## config.mk

```make
export PLATFORM = sky130hd
export DESIGN_NAME = pci_brg_seq
export DESIGN_NICKNAME = d
export VERILOG_FILES = /design/src/rtl/pci_brg_pkg.sv /design/src/rtl/pci_brg_state.sv /design/src/rtl/pci_brg_reset_ctl.sv /design/src/rtl/pci_brg_abort_flags.sv /design/src/rtl/pci_brg_seq.sv
export SDC_FILE = /design/constraint.sdc
export NUM_CORES = 1
export LEC_CHECK = 0
export BUFFER_PORTS_ARGS = -buffer_cell sky130_fd_sc_hd__buf_2
export CORE_UTILIZATION = 57
export CTS_CLUSTER_DIAMETER = 40
export DETAILED_ROUTE_END_ITERATION = 10
export GPL_TIMING_DRIVEN = 0
export PLACE_DENSITY = 0.93
export SYNTH_ARGS = -nofsm -noshare
export SYNTH_HDL_FRONTEND = slang
export SYNTH_SLANG_ARGS = --single-unit
```

## constraint.sdc

```tcl
create_clock -name clk -period 4.4 [get_ports clk]
set_input_delay 0.88 -clock clk [delete_from_list [all_inputs] [get_ports clk]]
set_output_delay 0.88 -clock clk [all_outputs]
set_load 0.02 [all_outputs]
```

## src/rtl/pci_brg_pkg.sv

```systemverilog
package pci_brg_pkg;
  localparam int CTL_W          = 5;
  localparam int CB_INIT_DONE   = 0;
  localparam int CB_BUS_RELEASE = 1;
  localparam int CB_CPU_RELEASE = 2;
  localparam int CB_CLR_MA_CTL  = 3;
  localparam int CB_CLR_MA_CMD  = 4;
endpackage

```

## src/rtl/pci_brg_state.sv

```systemverilog
module pci_brg_state #(
  parameter int TIMEOUT_CYCLES = 50000
) (
  input  logic clk,
  input  logic rst_n,
  input  logic set_init,
  output logic active,
  output logic init_timeout
);
  localparam int CNT_W = $clog2(TIMEOUT_CYCLES + 1);
  localparam logic [CNT_W-1:0] LAST = CNT_W'(TIMEOUT_CYCLES - 1);

  logic             active_q;
  logic             tmo_q;
  logic [CNT_W-1:0] cnt_q;

  always_ff @(posedge clk or negedge rst_n) begin
    if (!rst_n) begin
      active_q <= 1'b0;
    end else if (set_init) begin
      active_q <= 1'b1;
    end
  end

  always_ff @(posedge clk or negedge rst_n) begin
    if (!rst_n) begin
      cnt_q <= '0;
      tmo_q <= 1'b0;
    end else if (!active_q && !tmo_q) begin
      if (cnt_q == LAST) begin
        tmo_q <= 1'b1;
      end else begin
        cnt_q <= cnt_q + 1'b1;
      end
    end
  end

  assign active       = active_q;
  assign init_timeout = tmo_q;

  AST_ACTIVE_STICKY: assert property (@(posedge clk) disable iff (!rst_n)
    active_q |=> active_q);
  AST_ACTIVE_CAUSE: assert property (@(posedge clk) disable iff (!rst_n)
    $rose(active_q) |-> $past(set_init));
  AST_TIMEOUT_STICKY: assert property (@(posedge clk) disable iff (!rst_n)
    tmo_q |=> tmo_q);
  AST_TIMEOUT_NOT_AFTER_ACTIVE: assert property (@(posedge clk) disable iff (!rst_n)
    (active_q && !tmo_q) |=> !tmo_q);
endmodule

```

## src/rtl/pci_brg_reset_ctl.sv

```systemverilog
module pci_brg_reset_ctl (
  input  logic clk,
  input  logic rst_n,
  input  logic host_mode,
  input  logic ext_init,
  input  logic rel_bus,
  input  logic rel_cpu,
  output logic pci_rst_out,
  output logic cpu_rst_out
);
  logic bus_hold_q;
  logic cpu_hold_q;

  always_ff @(posedge clk or negedge rst_n) begin
    if (!rst_n) begin
      bus_hold_q <= 1'b1;
      cpu_hold_q <= 1'b1;
    end else begin
      if (rel_bus) bus_hold_q <= 1'b0;
      if (rel_cpu) cpu_hold_q <= 1'b0;
    end
  end

  assign pci_rst_out = host_mode & bus_hold_q;
  assign cpu_rst_out = ext_init & cpu_hold_q;

  AST_BUS_RST_NO_REASSERT: assert property (@(posedge clk) disable iff (!rst_n)
    !pci_rst_out |=> !pci_rst_out);
  AST_CPU_RST_NO_REASSERT: assert property (@(posedge clk) disable iff (!rst_n)
    !cpu_rst_out |=> !cpu_rst_out);
  AST_ONE_RESET_ROLE: assert property (@(posedge clk) disable iff (!rst_n)
    !(pci_rst_out && cpu_rst_out));
endmodule

```

## src/rtl/pci_brg_abort_flags.sv

```systemverilog
module pci_brg_abort_flags (
  input  logic clk,
  input  logic rst_n,
  input  logic ma_evt,
  input  logic clr_ctl,
  input  logic clr_cmd,
  input  logic cpu_in_rst,
  output logic ma_ctl_flag,
  output logic ma_cmd_flag,
  output logic data_abort
);
  logic ctl_q;
  logic cmd_q;
  logic da_q;

  always_ff @(posedge clk or negedge rst_n) begin
    if (!rst_n) begin
      ctl_q <= 1'b0;
      cmd_q <= 1'b0;
      da_q  <= 1'b0;
    end else begin
      ctl_q <= ma_evt | (ctl_q & ~clr_ctl);
      cmd_q <= ma_evt | (cmd_q & ~clr_cmd);
      da_q  <= ma_evt & ~cpu_in_rst;
    end
  end

  assign ma_ctl_flag = ctl_q;
  assign ma_cmd_flag = cmd_q;
  assign data_abort  = da_q;

  AST_ABORT_SETS_FLAGS: assert property (@(posedge clk) disable iff (!rst_n)
    ma_evt |=> (ctl_q && cmd_q));
  AST_CTL_FLAG_HOLDS: assert property (@(posedge clk) disable iff (!rst_n)
    (ctl_q && !clr_ctl) |=> ctl_q);
  AST_CMD_FLAG_HOLDS: assert property (@(posedge clk) disable iff (!rst_n)
    (cmd_q && !clr_cmd) |=> cmd_q);
  AST_DA_GATED: assert property (@(posedge clk) disable iff (!rst_n)
    data_abort |-> ($past(ma_evt) && !$past(cpu_in_rst)));
endmodule

```

## src/rtl/pci_brg_seq.sv

```systemverilog
module pci_brg_seq
  import pci_brg_pkg::*;
#(
  parameter int TIMEOUT_CYCLES = 50000
) (
  input  logic             clk,
  input  logic             rst_n,
  input  logic             host_strap,
  input  logic             ext_init_strap,
  input  logic             ctl_wr_en,
  input  logic [CTL_W-1:0] ctl_wr_data,
  input  logic             cfg_req,
  output logic             cfg_retry,
  input  logic             ma_evt,
  output logic             active,
  output logic             pci_rst_out,
  output logic             cpu_rst_out,
  output logic             ma_ctl_flag,
  output logic             ma_cmd_flag,
  output logic             data_abort,
  output logic             init_timeout
);
  logic             host_mode;
  logic [CTL_W-1:0] wr_bits;

  assign host_mode = host_strap & ~ext_init_strap;
  assign wr_bits   = ctl_wr_en ? ctl_wr_data : '0;

  pci_brg_state #(.TIMEOUT_CYCLES(TIMEOUT_CYCLES)) state_i (
    .clk          (clk),
    .rst_n        (rst_n),
    .set_init     (wr_bits[CB_INIT_DONE]),
    .active       (active),
    .init_timeout (init_timeout)
  );

  pci_brg_reset_ctl rst_i (
    .clk         (clk),
    .rst_n       (rst_n),
    .host_mode   (host_mode),
    .ext_init    (ext_init_strap),
    .rel_bus     (wr_bits[CB_BUS_RELEASE]),
    .rel_cpu     (wr_bits[CB_CPU_RELEASE]),
    .pci_rst_out (pci_rst_out),
    .cpu_rst_out (cpu_rst_out)
  );

  pci_brg_abort_flags flags_i (
    .clk         (clk),
    .rst_n       (rst_n),
    .ma_evt      (ma_evt),
    .clr_ctl     (wr_bits[CB_CLR_MA_CTL]),
    .clr_cmd     (wr_bits[CB_CLR_MA_CMD]),
    .cpu_in_rst  (cpu_rst_out),
    .ma_ctl_flag (ma_ctl_flag),
    .ma_cmd_flag (ma_cmd_flag),
    .data_abort  (data_abort)
  );

  assign cfg_retry = cfg_req & ~active & ~host_mode;

  AST_NO_RETRY_ACTIVE: assert property (@(posedge clk) disable iff (!rst_n)
    active |-> !cfg_retry);
  AST_NO_RETRY_HOST: assert property (@(posedge clk) disable iff (!rst_n)
    (host_strap && !ext_init_strap) |-> !cfg_retry);
  AST_EXT_NO_BUS_RST: assert property (@(posedge clk) disable iff (!rst_n)
    ext_init_strap |-> !pci_rst_out);
endmodule

```

==> results of run 1 <==
[power by group]
| part | leakage [µW] | switching [µW] | total, µW | internal [µW] |
|---|---|---|---|---|
| clock | 0.0000177 | 60.2 | 94.2 | 33.9 |
| combinational | 0.000230 | 21.5 | 42.1 | 20.6 |
| sequential | 0.000293 | 15.7 | 245 | 229 |
| total | 0.000540 | 97.5 | 381 | 283 |
[final cells by class]
| cell class | instances | share of cell area |
|---|---|---|
| Tap cell | 25 | 0.0262 |
| Timing Repair Buffer | 19 | 0.0795 |
| Sequential cell | 23 | 0.483 |
| Inverter | 2 | 0.00628 |
| Multi-Input combinational cell | 64 | 0.382 |
| Clock buffer | 3 | 0.0188 |
| Clock inverter | 1 | 0.00418 |
[per-stage QoR]
step | setup WS [ns] | total power, µW
5_1_grt | 2.01 | 400
3_5_place_dp | 2.08 | 292
2_1_floorplan | 2.00 | 272
4_1_cts | 2.08 | 385
6_report | 2.08 | 381
3_3_place_gp | 2.06 | 288
[critical path, stage by stage]
cell and delay (ns):
buf_2 0.09, nor2b_1 0.13, nor3b_1 0.16, buf_2 0.19
[synthesized netlist by cell type, types with 2 or more instances]
cell	count
dfrtp_1	21
nand2_1	10
xnor2_1	8
xor2_1	7
nor2_1	5
nand4_1	4
nand3_1	3
nor3_2	3
a21boi_0	2
a21o_1	2
and2_1	2
dfstp_2	2
inv_1	2
nor2b_1	2
nor3b_1	2
nor4bb_1	2
or4_4	2
[cell families (layout without fill, tap and decap cells)]
logic type | count (synthesis) | in the layout
buf+inv | 2 | 25
compound gates | 7 | 7
fa+ha+maj | 1 | 1
flops | 23 | 23
mux | 1 | 1
simple gates | 40 | 40
xor+xnor | 15 | 15
[state kept, by name, indices dropped and copies added (netlist names)]
| signal | cells |
|---|---|
| flags_i.ma_ctl_flag | 1 |
| state_i.init_timeout | 1 |
| flags_i.data_abort | 1 |
| flags_i.ma_cmd_flag | 1 |
| state_i.cnt_q | 16 |
| rst_i.bus_hold_q | 1 |
| rst_i.cpu_hold_q | 1 |
| state_i.active | 1 |
[routing by layer]
layer | up-vias | wire [µm] | track usage
met4 | 0 | 34 | 0.0788
met3 | 6 | 53 | 0.0240
met5 | - | 0 | 0
met2 | 17 | 985 | 0.362
li1 | 356 | - | -
met1 | 372 | 723 | 0.264
[worst paths after layout]
path / to / startpoint / slack [ns] / cells after the start
setup / recovery: cfg_retry / host_strap / 2.08 / 4
hold / removal: rst_i.bus_hold_q / rst_i.bus_hold_q / 0.48 / 1
setup reg to reg: state_i.cnt_q[1] / state_i.cnt_q[0] / 2.68 / 4
hold reg to reg: rst_i.bus_hold_q / rst_i.bus_hold_q / 0.48 / 1
max in group asynchronous: rst_i.cpu_hold_q / rst_n / 3.52 / 1
min in group asynchronous: state_i.cnt_q[12] / rst_n / 0.52 / 1
==> flow_summary.toml, run 1 <==
[routing]
route.vias.total = 751
ant_nets = 0
viasPerCell = 5.48
drtIter0Drc = 19
drc = 0
drt_wl_total_mm = 1.80
dr.pass1.iters = 4
wire_per_inst_um = 13.1

[logic_synthesis]
ys_top_cells_by_area = "dfrtp_1, xnor2_1, xor2_1, dfstp_2, nand2_1"
synthAdderAreaFrac = 0.0120
synth_compound_area_frac = 0.0528
synth_warnings = 0
yosysTopAreaCellShare = 0.504
synth_top_family_by_area = "simple AND/OR/NAND/NOR gates"
synth_seq_area_share = 0.555
syn-instance-count = 89
synth-simple-area-share = 0.236
synthMuxAreaShare = 0.0108
syn_avg_cell_area_um2 = 11.7
synth_nets = 102
synth_xor_area_frac = 0.126
synth_cell_type_count = 27
synth_area_um2 = 1040
synth_edf_count = 0
synth_ff_type = "dfrtp_1"
yosys.area.top_type = "dfrtp_1"
async_reset_ff_frac = 1.00
ys_seq_elements = 23

[timing]
rsz0062_at_grt = "no"
tns_ns = 0
whs_ns = 0.485
relSlewSlack = 0.638
setup_viol = 0
tightest_slew_ns = 0.536
fin_crit_ns = 2.32
min_period_over_period = 0.527
fmax_mhz = 431
slew_violations = 0
hold_violations = 0
fin_skew_ns = 0.00410

[floorplanning]
core_area_um2 = 1730
die_w_um = 44.8
rows = 15
initial_core_util = 0.604
dieArea_um2 = 2000
io_pins = 20
die_height_um = 44.8

[layout]
n_fill_cell = 141
final_nets = 126
layout_commonest_cell = "dfrtp_1"
layout.cells.non_filler = 137
diodes = 0
multi_input_area_um2 = 457
regArea_um2 = 578
fin_util = 0.693
final_cell_mix = "dfrtp_1, buf_2, nand2_1"
layout-drive-gt1-share = 0.304
fin_area_um2 = 1200
syn_to_final_growth_pct = 14.8

[global_route]
antenna_found_initial = 0
grt_usage = 0.207
grt_max_degree = 24
grt_pass1_vias = 685
grt-ovfl-total = 0
grt_pass1_wl_mm = 2.97

[min_path]
hold_path.class = "register to register"

[clock_tree]
clock-root-buffer = "clkbuf_4"
postCtsSetupBuffers = 0
cts.sinks = 23
cts_tree = "built"
ctsHoldBuffers = 0
numCtsBuffers = 3
cts_resized = 0
clock_path_buffers = 2
clk_pin_slew_worst_paths_ns = 0.12
insertion_delay_ns = 0.31
htreeDepth = 1

[worst_setup_path]
critPathRequiredTime_ns = 3.52
cp_max_fo = 2
end_kind = "primary output"
critPathLaunchType = "input pin"
path_class = "input pin to primary output"
crit_arrival_ns = 1.44

[placed_design]
dp.cells = 133
dp_hpwl_mm = 1.44
placed_area_um2 = 1170
place_congestion = 0.791
portBuffers = 19

[status]
status = "complete, no violations"

[power]
leakagePower_uw = 0.000540
p_per_area_nw_per_um2 = 318
ir_drop_v = 0.000188

[flow_run]
maxCapViolations = 0
No activity file was read; power rests on OpenSTA's default activity.
==> run 2, diff against run 1 <==
--- a/config.mk
+++ b/config.mk
@@ -6,11 +6,11 @@
 export NUM_CORES = 1
 export LEC_CHECK = 0
 export BUFFER_PORTS_ARGS = -buffer_cell sky130_fd_sc_hd__buf_2
-export CORE_UTILIZATION = 57
+export CORE_UTILIZATION = 47
 export CTS_CLUSTER_DIAMETER = 40
 export DETAILED_ROUTE_END_ITERATION = 10
 export GPL_TIMING_DRIVEN = 0
-export PLACE_DENSITY = 0.93
+export PLACE_DENSITY = 0.83
 export SYNTH_ARGS = -nofsm -noshare
 export SYNTH_HDL_FRONTEND = slang
 export SYNTH_SLANG_ARGS = --single-unit
==> constraint.sdc (replaced) <==
create_clock -name clk -period 1.9 [get_ports clk]
set_input_delay 0.38 -clock clk [delete_from_list [all_inputs] [get_ports clk]]
set_output_delay 0.38 -clock clk [all_outputs]
set_load 0.02 [all_outputs]
==> flow_summary.toml, run 2 (synthesized netlist as in run 1, its figures left out) <==
[status]
status = "complete, no violations"

[layout]
largest_reg_flops = 16
largest_register = "state_i.cnt_q"
final_cell_mix = "dfrtp_1, buf_2, nand2_1"
final_nets = 126
syn_to_final_growth_pct = 14.9
layout_commonest_cell = "dfrtp_1"
diodes = 0
fin_area_um2 = 1200
layout-drive-gt1-share = 0.295

[placed_design]
place_congestion = 0.742
dp_hpwl_mm = 1.35
portBuffers = 19
placed_area_um2 = 1170

[clock_tree]
numCtsBuffers = 3
cts.sinks = 23
htreeDepth = 1
postCtsSetupBuffers = 0
clock-root-buffer = "clkbuf_4"
clk_pin_slew_worst_paths_ns = 0.11
cts_tree = "built"
ctsHoldBuffers = 0
insertion_delay_ns = 0.30
cts_resized = 0
clock_path_buffers = 2

[global_route]
antenna_found_initial = 0
grt_max_degree = 24
grt_usage = 0.168
grt_pass1_wl_mm = 3.17
grt_pass1_vias = 776
grt-ovfl-total = 0

[timing]
fin_crit_ns = 1.73
setup_viol = 0
fin_skew_ns = 0.00103
tns_ns = 0
rsz0062_at_grt = "no"
fmax_mhz = 577
relSlewSlack = 0.672
hold_violations = 0
tightest_slew_ns = 0.492
min_period_over_period = 0.912
slew_violations = 0

[routing]
ant_nets = 0
drtIter0Drc = 10
drt_wl_total_mm = 1.73
dr.pass1.iters = 4
viasPerCell = 5.37
wire_per_inst_um = 12.4
drc = 0
route.vias.total = 747

[min_path]
hold_path.class = "input pin to async pin"

[floorplanning]
io_pins = 20
core_area_um2 = 2020
die_w_um = 49.1
die_height_um = 49.1
dieArea_um2 = 2410
initial_core_util = 0.515
rows = 16

[worst_setup_path]
critPathRequiredTime_ns = 2.10
end_kind = "register"
critPathLaunchType = "register"
path_class = "register to register"
cp_max_fo = 4
crit_arrival_ns = 1.93

[flow_run]
maxCapViolations = 0

[power]
leakagePower_uw = 0.000538
ir_drop_v = 0.000681
p_per_area_nw_per_um2 = 737
==> run 2: cell types whose count changed in the layout (fill, tap and decap cells not counted), sizes merged <==
cell and delta:
clkbuf +1, clkinv -1
==> run 2: per-stage QoR <==
stage	power (µW)	utilization	setup WS [ns]	hold WS (ns)	cells
after floorplan	630	-	0.230	0.0844	89
after global placement	667	0.579	0.216	0.367	135
after detailed placement	676	0.579	0.181	0.375	135
after CTS	895	0.592	0.165	0.0334	139
after global routing	929	0.592	0.0316	0.0488	139
final	883	0.592	0.167	0.0198	139
==> run 2: worst max-delay path: stages (launching register included) <==
cell,delay [ns]
dfrtp_1,0.42
ha_1,0.24
and3_1,0.23
a41oi_1,0.36
mux2_2,0.38
==> run 2: layout make-up <==
class	instances	area, µm²
clock buffers	4	26.3
flip-flops and latches	23	578
multi-input cells	64	457
well taps	27	33.8
inverters	2	7.51
repair buffers	19	95.1
fillers	168	825
==> run 2: layer usage <==
layer / share of wire / global-route usage / vias to the layer above
met5: 0 / 0 / -
met4: 0.020 / 0.0735 / 0
met3: 0.042 / 0.0218 / 5
met2: 0.50 / 0.283 / 24
met1: 0.44 / 0.216 / 359
li1: - / - / 359
==> run 2: path summary, 6_finish.rpt <==
| kind | startpoint | to | slack (ns) | cells past startpoint |
|---|---|---|---|---|
| max | state_i.cnt_q[0] | state_i.cnt_q[1] | 0.17 | 4 |
| min | rst_n | state_i.cnt_q[11] | 0.02 | 1 |
| max reg2reg | state_i.cnt_q[0] | state_i.cnt_q[1] | 0.17 | 4 |
| min reg2reg | state_i.cnt_q[15] | state_i.cnt_q[15] | 0.47 | 1 |
| max in group asynchronous | rst_n | rst_i.cpu_hold_q | 1.52 | 1 |
| min in group clk | ctl_wr_data[1] | rst_i.bus_hold_q | 0.21 | 2 |
==> run 2: where the power goes <==
group | internal, µW | leakage [µW] | total, µW | switching (µW)
clock | 81.9 | 0.0000150 | 216 | 134
sequential | 530 | 0.000293 | 567 | 37.7
combinational | 48.7 | 0.000230 | 99.8 | 51.1
total | 660 | 0.000538 | 883 | 223
